$ cat config.mk
export PLATFORM = sky130hd
export DESIGN_NAME = pbeat_trim
export DESIGN_NICKNAME = d
export VERILOG_FILES = /design/src/rtl/pbeat_trim_pkg.sv /design/src/rtl/pbeat_cfg_check.sv /design/src/rtl/pbeat_mask_gen.sv /design/src/rtl/pbeat_beat_ctr.sv /design/src/rtl/pbeat_out_stage.sv /design/src/rtl/pbeat_trim.sv
export SDC_FILE = /design/constraint.sdc
export NUM_CORES = 1
export LEC_CHECK = 0
export ABC_AREA = 0
export BUFFER_PORTS_ARGS = -buffer_cell sky130_fd_sc_hd__buf_2
export CORE_ASPECT_RATIO = 1.75
export CORE_MARGIN = 4
export CORE_UTILIZATION = 30
export CTS_CLUSTER_DIAMETER = 80
export DETAILED_ROUTE_END_ITERATION = 6
export MAX_ROUTING_LAYER = met4
export PLACE_DENSITY_LB_ADDON = 0.08
export SLEW_MARGIN = 20
export SYNTH_ARGS = -nofsm -noshare
export SYNTH_HDL_FRONTEND = slang
export SYNTH_HIERARCHICAL = 1
export SYNTH_SLANG_ARGS = --single-unit
$ cat constraint.sdc
create_clock -name clk -period 4.4 [get_ports clk]
set_clock_uncertainty 0.1 [all_clocks]
set_input_delay 0.44 -clock clk [delete_from_list [all_inputs] [get_ports clk]]
set_output_delay 0.44 -clock clk [all_outputs]
set_load 0.01 [all_outputs]
$ cat src/rtl/pbeat_trim_pkg.sv
package pbeat_trim_pkg;

   localparam int BYTE_W = 8;

   typedef enum logic {
      DIR_WRITE = 1'b0,
      DIR_READ  = 1'b1
   } trim_dir_e;

   function automatic bit is_pow2(input int v);
      return (v > 0) && ((v & (v - 1)) == 0);
   endfunction

endpackage

$ cat src/rtl/pbeat_cfg_check.sv
module pbeat_cfg_check #(
   parameter int BUS_BYTES    = 8,
   parameter int STREAM_BYTES = 2,
   parameter int LEN_W        = 16,
   localparam int OFS_W       = $clog2(BUS_BYTES),
   localparam int SOFS_W      = $clog2(STREAM_BYTES),
   localparam int CNT_W       = LEN_W - OFS_W
) (
   input  logic [LEN_W-1:0] len,
   input  logic [OFS_W-1:0] addr_ofs,
   output logic             cfg_bad,
   output logic [CNT_W-1:0] last_idx,
   output logic [OFS_W-1:0] tail
);

   logic len_bad;
   logic addr_bad;

   generate
      if (SOFS_W == 0) begin : g_byte_stream
         assign len_bad = 1'b0;
      end else begin : g_word_stream
         assign len_bad = ~&len[SOFS_W-1:0];
      end
   endgenerate

   assign addr_bad = |addr_ofs;
   assign cfg_bad  = len_bad | addr_bad;
   assign last_idx = len[LEN_W-1:OFS_W];
   assign tail     = len[OFS_W-1:0];

endmodule

$ cat src/rtl/pbeat_mask_gen.sv
module pbeat_mask_gen #(
   parameter int BUS_BYTES    = 8,
   parameter int STREAM_BYTES = 2,
   localparam int OFS_W       = $clog2(BUS_BYTES)
) (
   input  logic [OFS_W-1:0]     tail,
   output logic [BUS_BYTES-1:0] mask
);

   generate
      if (STREAM_BYTES == BUS_BYTES) begin : g_whole_beat
         assign mask = '1;
      end else begin : g_partial
         for (genvar i = 0; i < BUS_BYTES; i++) begin : g_lane
            localparam logic [OFS_W-1:0] LANE = OFS_W'(i);
            assign mask[i] = (LANE <= tail);
         end
      end
   endgenerate

endmodule

$ cat src/rtl/pbeat_beat_ctr.sv
module pbeat_beat_ctr #(
   parameter int CNT_W = 13
) (
   input  logic             clk,
   input  logic             rst_n,
   input  logic             load,
   input  logic [CNT_W-1:0] load_idx,
   input  logic             step,
   output logic             active,
   output logic             is_last
);

   localparam logic [CNT_W-1:0] ONE = CNT_W'(1);

   logic [CNT_W-1:0] remain_q;

   assign is_last = (remain_q == '0);

   always_ff @(posedge clk) begin
      if (!rst_n) begin
         remain_q <= '0;
         active   <= 1'b0;
      end else if (load) begin
         remain_q <= load_idx;
         active   <= 1'b1;
      end else if (step) begin
         if (is_last) begin
            active <= 1'b0;
         end else begin
            remain_q <= remain_q - ONE;
         end
      end
   end

endmodule

$ cat src/rtl/pbeat_out_stage.sv
module pbeat_out_stage
   import pbeat_trim_pkg::*;
#(
   parameter int BUS_BYTES = 8,
   localparam int DATA_W   = BUS_BYTES * BYTE_W
) (
   input  logic                 clk,
   input  logic                 rst_n,
   input  logic                 load,
   input  trim_dir_e            dir,
   input  logic [DATA_W-1:0]    beat_data,
   input  logic [BUS_BYTES-1:0] beat_strb,
   input  logic                 beat_last,
   input  logic                 drain,
   output logic                 valid,
   output logic [DATA_W-1:0]    data,
   output logic [BUS_BYTES-1:0] strb,
   output logic                 last
);

   logic [DATA_W-1:0] shaped;

   generate
      for (genvar i = 0; i < BUS_BYTES; i++) begin : g_lane
         assign shaped[i*BYTE_W +: BYTE_W] =
            ((dir == DIR_READ) && !beat_strb[i]) ? '0 : beat_data[i*BYTE_W +: BYTE_W];
      end
   endgenerate

   always_ff @(posedge clk) begin
      if (!rst_n) begin
         valid <= 1'b0;
         data  <= '0;
         strb  <= '0;
         last  <= 1'b0;
      end else if (load) begin
         valid <= 1'b1;
         data  <= shaped;
         strb  <= beat_strb;
         last  <= beat_last;
      end else if (drain) begin
         valid <= 1'b0;
      end
   end

endmodule

$ cat src/rtl/pbeat_trim.sv
module pbeat_trim
   import pbeat_trim_pkg::*;
#(
   parameter int BUS_BYTES    = 8,
   parameter int STREAM_BYTES = 2,
   parameter int LEN_W        = 16,
   localparam int OFS_W       = $clog2(BUS_BYTES),
   localparam int CNT_W       = LEN_W - OFS_W,
   localparam int DATA_W      = BUS_BYTES * BYTE_W
) (
   input  logic                 clk,
   input  logic                 rst_n,
   input  logic                 cfg_start,
   input  logic                 cfg_dir,
   input  logic [LEN_W-1:0]     cfg_len,
   input  logic [OFS_W-1:0]     cfg_addr_ofs,
   output logic                 cfg_err,
   input  logic                 in_valid,
   output logic                 in_ready,
   input  logic [DATA_W-1:0]    in_data,
   output logic                 out_valid,
   input  logic                 out_ready,
   output logic [DATA_W-1:0]    out_data,
   output logic [BUS_BYTES-1:0] out_strb,
   output logic                 out_last
);

   initial begin
      assert (is_pow2(BUS_BYTES) && BUS_BYTES >= 2)
         else $error("BUS_BYTES must be a power of two, at least 2");
      assert (is_pow2(STREAM_BYTES) && STREAM_BYTES <= BUS_BYTES)
         else $error("STREAM_BYTES must be a power of two not above BUS_BYTES");
      assert (LEN_W > OFS_W)
         else $error("LEN_W must exceed the bus offset width");
   end

   logic                 cfg_bad;
   logic [CNT_W-1:0]     last_idx;
   logic [OFS_W-1:0]     tail;
   logic [BUS_BYTES-1:0] tail_mask;
   logic [BUS_BYTES-1:0] tail_mask_q;
   trim_dir_e            dir_q;
   logic                 err_q;
   logic                 xfer_active;
   logic                 beat_is_last;
   logic                 start_ok;
   logic                 accept;
   logic [BUS_BYTES-1:0] beat_strb;

   pbeat_cfg_check #(
      .BUS_BYTES    (BUS_BYTES),
      .STREAM_BYTES (STREAM_BYTES),
      .LEN_W        (LEN_W)
   ) i_cfg_check (
      .len      (cfg_len),
      .addr_ofs (cfg_addr_ofs),
      .cfg_bad  (cfg_bad),
      .last_idx (last_idx),
      .tail     (tail)
   );

   pbeat_mask_gen #(
      .BUS_BYTES    (BUS_BYTES),
      .STREAM_BYTES (STREAM_BYTES)
   ) i_mask_gen (
      .tail (tail),
      .mask (tail_mask)
   );

   assign start_ok = cfg_start && !xfer_active;
   assign in_ready = xfer_active && (!out_valid || out_ready);
   assign accept   = in_valid && in_ready;

   always_ff @(posedge clk) begin
      if (!rst_n) begin
         err_q       <= 1'b0;
         dir_q       <= DIR_WRITE;
         tail_mask_q <= '0;
      end else if (start_ok) begin
         err_q       <= cfg_bad;
         dir_q       <= trim_dir_e'(cfg_dir);
         tail_mask_q <= tail_mask;
      end
   end

   assign cfg_err = err_q;

   pbeat_beat_ctr #(
      .CNT_W (CNT_W)
   ) i_beat_ctr (
      .clk      (clk),
      .rst_n    (rst_n),
      .load     (start_ok && !cfg_bad),
      .load_idx (last_idx),
      .step     (accept),
      .active   (xfer_active),
      .is_last  (beat_is_last)
   );

   assign beat_strb = beat_is_last ? tail_mask_q : '1;

   pbeat_out_stage #(
      .BUS_BYTES (BUS_BYTES)
   ) i_out_stage (
      .clk       (clk),
      .rst_n     (rst_n),
      .load      (accept),
      .dir       (dir_q),
      .beat_data (in_data),
      .beat_strb (beat_strb),
      .beat_last (beat_is_last),
      .drain     (out_ready),
      .valid     (out_valid),
      .data      (out_data),
      .strb      (out_strb),
      .last      (out_last)
   );

endmodule

==> results.tsv, run 1 <==
metric	value	unit
run_status	complete, no violations	
synth_edf_count	0	
arrival	3100	ps
clockBufferDepth	2	
clkSlewWorstSetupHoldPaths	60	ps
layout_setup_ws	1420	ps
hpwl	9.66	mm
die_y	173	um
gp_congestion	0.766	
pwr-share-comb	0.104	
multi_input_area	0.00232	mm^2
wire_per_inst	15.9	um
power_frac_clock	0.396	
grt_pass1_vias	3783	
synth_async_sr_flop_share	0	
synth_area_leader_cell	dfxtp_1	
root_buffer	clkbuf_16	
area_delta_synth_final	21.2	%
io_buffers	164	
maxCapViolCount	0	
die_area	0.0177	mm^2
ys_ff_latch	98	
p_sw	0.000448	W
drc	0	
relSlewSlack	0.367	
critPathMaxFanout	10	
cp-start-kind	register	
start_util	0.305	
routed_wl	13.0	mm
hp-class	input port to register	
dpl_cell_area	0.00539	mm^2
yosys.area.top_type_share	0.420	
synth_area_leaders	dfxtp_1 42%, nand2b_1 11%, a21boi_1 10%, nand3_1 4.8%, mux2i_1 4.5%	
syn_inst	505	
post-route-cell-area	0.00566	mm^2
min_period	2980	ps
grt_pass1_wl	20.1	mm
critical_path_class	register to register	
core_area	0.0153	mm^2
vias_per_cell	4.72	
finalNonFillerCells	816	
max_freq	335	MHz
yosys_most_used_dff	dfxtp_1	
rr_worst_depth	8	
postSynthAreaPerCell	9.25	um^2
maxSlewViolCount	0	
yosys_warnings	6	
hold_viol_final	0	
ys_types	47	
setup_violations	0	
ys_seq_area_frac	0.420	
power_density	323	mW/mm^2
antenna_found_initial	1	
switching_share	0.245	
ctsHoldBuffers	0	
cts_tree	done	
ir_worst_vdd	148	uV
synth_area	0.00467	mm^2
dp_slack	1390	ps
endpoint_kind	register	
ioPinCount	165	
row_count	60	
cell_internal_pwr	0.00138	W
required	4520	ps
cts_resized	0	
cts.sinks	98	
drt_iter0_markers	85	
numCtsBuffers	9	
dr.pass1.iters	4	
period_share	0.678	
worst_pin_slew	941	ps
pwr-share-seq	0.500	
cts-htree-levels	3	
nFillCells	1629	
clock_latency	330	ps
post_cts_buffers	0	
p_leak	2.31	nW
drive_gt1_frac	0.345	
gr-total-overflow	0	
fp.dieW	102	um
synth.net_count	596	
nNetsFinal	716	
post-place-cells	800	
regArea	0.00196	mm^2
rsz0062_at_grt	no	
vias	3852	
grt_max_degree	83	
hold-path-cell-count	2	
setup_tns	0	ps
ant_nets	0	
grt_usage	0.150	
==> power by group through the flow <==
stage / clock network, W / logic [W] / registers [W]
3_5_place_dp: 0 / 0.000195 / 0.000933
5_1_grt: 0.000803 / 0.000212 / 0.000914
2_1_floorplan: 0 / 0.000128 / 0.000933
3_3_place_gp: 0 / 0.000193 / 0.000933
4_1_cts: 0.000765 / 0.000195 / 0.000913
6_report: 0.000724 / 0.000190 / 0.000913
==> cells in the mapped netlist (3+ instances only) <==
cell type,n
a21boi_1,64
a21oi_1,4
a31oi_1,7
buf_12,3
buf_2,19
buf_4,17
buf_6,3
clkbuf_1,18
dfxtp_1,98
inv_1,5
mux2i_1,21
nand2_1,22
nand2b_1,82
nand3_1,45
nand3_2,20
nor2b_1,12
nor4_1,3
o21a_1,4
o21ai_0,15
o31ai_1,3
or2_0,3
or3_1,4
or3_2,3
or4_1,5
==> per-layer routing <==
| layer | vias to the layer above | part of all wire | GRT usage |
|---|---|---|---|
| met5 | - | 0 | - |
| met4 | 0 | 0.026 | 0.0569 |
| met3 | 18 | 0.054 | 0.0283 |
| met2 | 107 | 0.55 | 0.270 |
| met1 | 1783 | 0.37 | 0.157 |
| li1 | 1944 | - | - |
==> per-stage QoR <==
step | hold slack [ps] | utilization | power, W
after global routing | 214 | 0.370 | 0.00193
final | 231 | 0.370 | 0.00183
after global placement | 339 | 0.352 | 0.00113
after floorplan | 330 | - | 0.00106
after CTS | 215 | 0.370 | 0.00187
after detailed placement | 346 | 0.352 | 0.00113
==> path summary, 6_finish.rpt <==
kind | startpoint | endpoint | slack (ps)
worst min-delay path | cfg_len[6] | i_beat_ctr/remain_q[3]$_SDFFE_PN0P_ | 230
worst min register to register | tail_mask_q[7]$_SDFFE_PN0P_ | tail_mask_q[7]$_SDFFE_PN0P_ | 350
worst max register to register | i_beat_ctr/remain_q[0]$_SDFFE_PN0P_ | i_out_stage/data[8]$_SDFFE_PN0P_ | 1420
worst max-delay path | i_beat_ctr/remain_q[0]$_SDFFE_PN0P_ | i_out_stage/data[8]$_SDFFE_PN0P_ | 1420
==> cell usage in the layout, fill, tap and decap left out, types with 2 or more instances in the layout <==
cell type / n
a21boi_1: 64
a21oi_1: 4
a31oi_1: 7
buf_2: 164
buf_4: 5
clkbuf_16: 9
clkinv_2: 3
dfxtp_1: 98
ha_1: 2
inv_1: 5
mux2i_1: 21
nand2_1: 22
nand2b_1: 82
nand3_1: 45
nand3_2: 20
nor2b_1: 12
nor4_1: 2
o21a_1: 4
o21ai_0: 15
o31ai_1: 3
or2_0: 3
or3_1: 4
or3_2: 3
or4_1: 5
or4b_1: 2
==> state kept, by name, indices dropped and copies added (netlist names) <==
register             cells
tail_mask_q              8
cfg_err                  1
i_out_stage/last         1
dir_q                    1
i_beat_ctr/remain_q     13
i_out_stage/valid        1
i_out_stage/data        64
i_out_stage/strb         8
i_beat_ctr/active        1
==> logic make-up after synthesis <==
group / Yosys count / synth area share
DFF: 98 / 0.420
adders and majority gates: 2 / 0.00535
AOI/OAI and AO/OA: 105 / 0.159
other: 1 / 0.000802
muxes: 21 / 0.0450
and+or+nand+nor: 213 / 0.284
buffers and inverters: 65 / 0.0862
==> cell type report <==
| cell class | count | area share |
|---|---|---|
| multi-input combinational | 342 | 0.410 |
| clock inverter | 5 | 0.00552 |
| sequential | 98 | 0.346 |
| antenna | 1 | 0.000442 |
| clock buffer | 10 | 0.0422 |
| tap | 186 | 0.0411 |
| timing repair buffer | 169 | 0.152 |
| inverter | 5 | 0.00331 |
==> worst max-delay path, stage by stage, from the launching register on <==
cell      delay [ps]
dfxtp_1          330
inv_1             90
ha_1             140
or3b_2           480
nor4_2           850
nand2b_1         170
nand2b_1         430
nand3_1          200
a21boi_1          70
Power figures use the tool's default switching activity.
==> inputs of run 2 (changes only) <==
clock period = 2.7 ns   (was 4.4 ns; I/O delays follow)
==> results.tsv, run 2 (same netlist as run 1, synthesis figures left out) <==
metric	value	unit
run_status	complete, no violations	
dr.pass1.iters	4	
fp.dieW	102	um
critPathMaxFanout	20	
maxSlewViolCount	0	
hpwl	9.38	mm
maxCapViolCount	0	
clock_latency	340	ps
core_area	0.0153	mm^2
drive_gt1_frac	0.357	
io_buffers	164	
cts_tree	done	
layout_setup_ws	191	ps
ant_nets	0	
die_y	173	um
gp_congestion	0.781	
grt_max_degree	111	
reg.largest.list	i_out_stage/data x64, i_beat_ctr/remain_q x13	
ir_worst_vdd	282	uV
critical_path_class	register to register	
crit_slowest_cell	or3b_2	
largest-register	i_out_stage/data	
mostFrequentLayoutCells	164 x buf_2, 98 x dfxtp_1, 76 x nand2b_1	
routed_wl	12.9	mm
required	2830	ps
setup_violations	0	
vias_per_cell	4.75	
worst_pin_slew	750	ps
drc	0	
largest_reg_flops	64	
area_delta_synth_final	23.2	%
wire_per_inst	15.7	um
cp-start-kind	register	
vias	3897	
power_density	540	mW/mm^2
endpoint_kind	register	
diodes	0	
period_share	0.929	
antenna_found_initial	0	
max_stage_delay	470	ps
relSlewSlack	0.500	
grt_pass1_wl	20.1	mm
drt_iter0_markers	123	
grt_usage	0.147	
nNetsFinal	721	
arrival	2640	ps
cp_common_cell	nand2b_1	
gr-total-overflow	0	
cts.sinks	98	
hold_viol_final	0	
clkSlewWorstSetupHoldPaths	70	ps
die_area	0.0177	mm^2
start_util	0.305	
hp-class	input port to register	
ioPinCount	165	
clockBufferDepth	2	
final_common_cell	buf_2	
max_freq	399	MHz
numCtsBuffers	9	
row_count	60	
min_period	2510	ps
crit_chain	inv_1, ha_1, or3b_2, nor4_2, buf_6, nand2b_1, nand2b_1, nand3_1, a21boi_1	
setup_tns	0	ps
cts-htree-levels	3	
dp_slack	82.2	ps
p_leak	2.34	nW
nFillCells	1628	
root_buffer	clkbuf_16	
grt_pass1_vias	3779	
rsz0062_at_grt	no	
[run 2: changes by cell type in the layout (fill, tap and decap cells not counted), moves of 2 or more]
cell / previous run / this run
nand2b_2: 0 / 6
clkbuf_1: 0 / 2
nand2b_1: 82 / 76
clkinv_2: 3 / 0
buf_4: 5 / 8
[run 2: timing repair]
action | CTS | global route
endpoints found under the setup margin | 0 | 57
setup buffers | 0 | 0
resized for setup | 0 | 7
hold buffers | 0 | 0
[run 2: final cells by class]
class                           count  area [um^2]  area share
Clock buffer                       11          233      0.0404
Clock inverter                      5         62.6      0.0109
Inverter                            5         18.8     0.00326
Multi-Input combinational cell    342         2330       0.406
Sequential cell                    98         1960       0.341
Tap cell                          186          233      0.0404
Timing Repair Buffer              174          912       0.158
[run 2: routing by layer]
| layer | wire length [um] | vias to the layer above | global-route usage |
|---|---|---|---|
| met5 | 0 | - | - |
| met2 | 6750 | 108 | 0.261 |
| met1 | 5150 | 1811 | 0.163 |
| li1 | - | 1966 | - |
| met4 | 234 | 0 | 0.0471 |
| met3 | 729 | 12 | 0.0262 |
[run 2: path summary, 6_finish.rpt]
path / start / to / slack (ps) / cells past startpoint
max: i_beat_ctr/remain_q[0]$_SDFFE_PN0P_ / i_out_stage/data[35]$_SDFFE_PN0P_ / 190 / 9
min: cfg_len[6] / i_beat_ctr/remain_q[3]$_SDFFE_PN0P_ / 60 / 2
max reg2reg: i_beat_ctr/remain_q[0]$_SDFFE_PN0P_ / i_out_stage/data[35]$_SDFFE_PN0P_ / 190 / 9
min reg2reg: tail_mask_q[0]$_SDFFE_PN0P_ / tail_mask_q[0]$_SDFFE_PN0P_ / 360 / 2
[run 2: stage by stage]
step | instances | power (W) | instance area [um^2] | hold slack (ps) | util
6_report | 821 | 0.00311 | 5760 | 62.6 | 0.376
5_1_grt | 821 | 0.00327 | 5760 | 64.6 | 0.376
2_1_floorplan | 505 | 0.00173 | 4670 | 308 | -
3_5_place_dp | 805 | 0.00185 | 5440 | 346 | 0.355
3_3_place_gp | 805 | 0.00185 | 5440 | 345 | 0.355
4_1_cts | 821 | 0.00318 | 5740 | 53.3 | 0.375
[run 2: where the power goes]
group	total, W	internal [W]	switching [W]
clock network	0.00129	0.000725	0.000568
registers	0.00149	0.00147	0.0000179
logic	0.000328	0.000152	0.000176
total	0.00311	0.00235	0.000762
[run 2: worst max-delay path, delay by kind of cell (launching register included)]
kind | cells | cell delay, ps
adders and majority gates | 1 | 130
DFF | 1 | 340
AOI/OAI and AO/OA | 1 | 70
and+or+nand+nor | 5 | 1410
buffers and inverters | 2 | 330
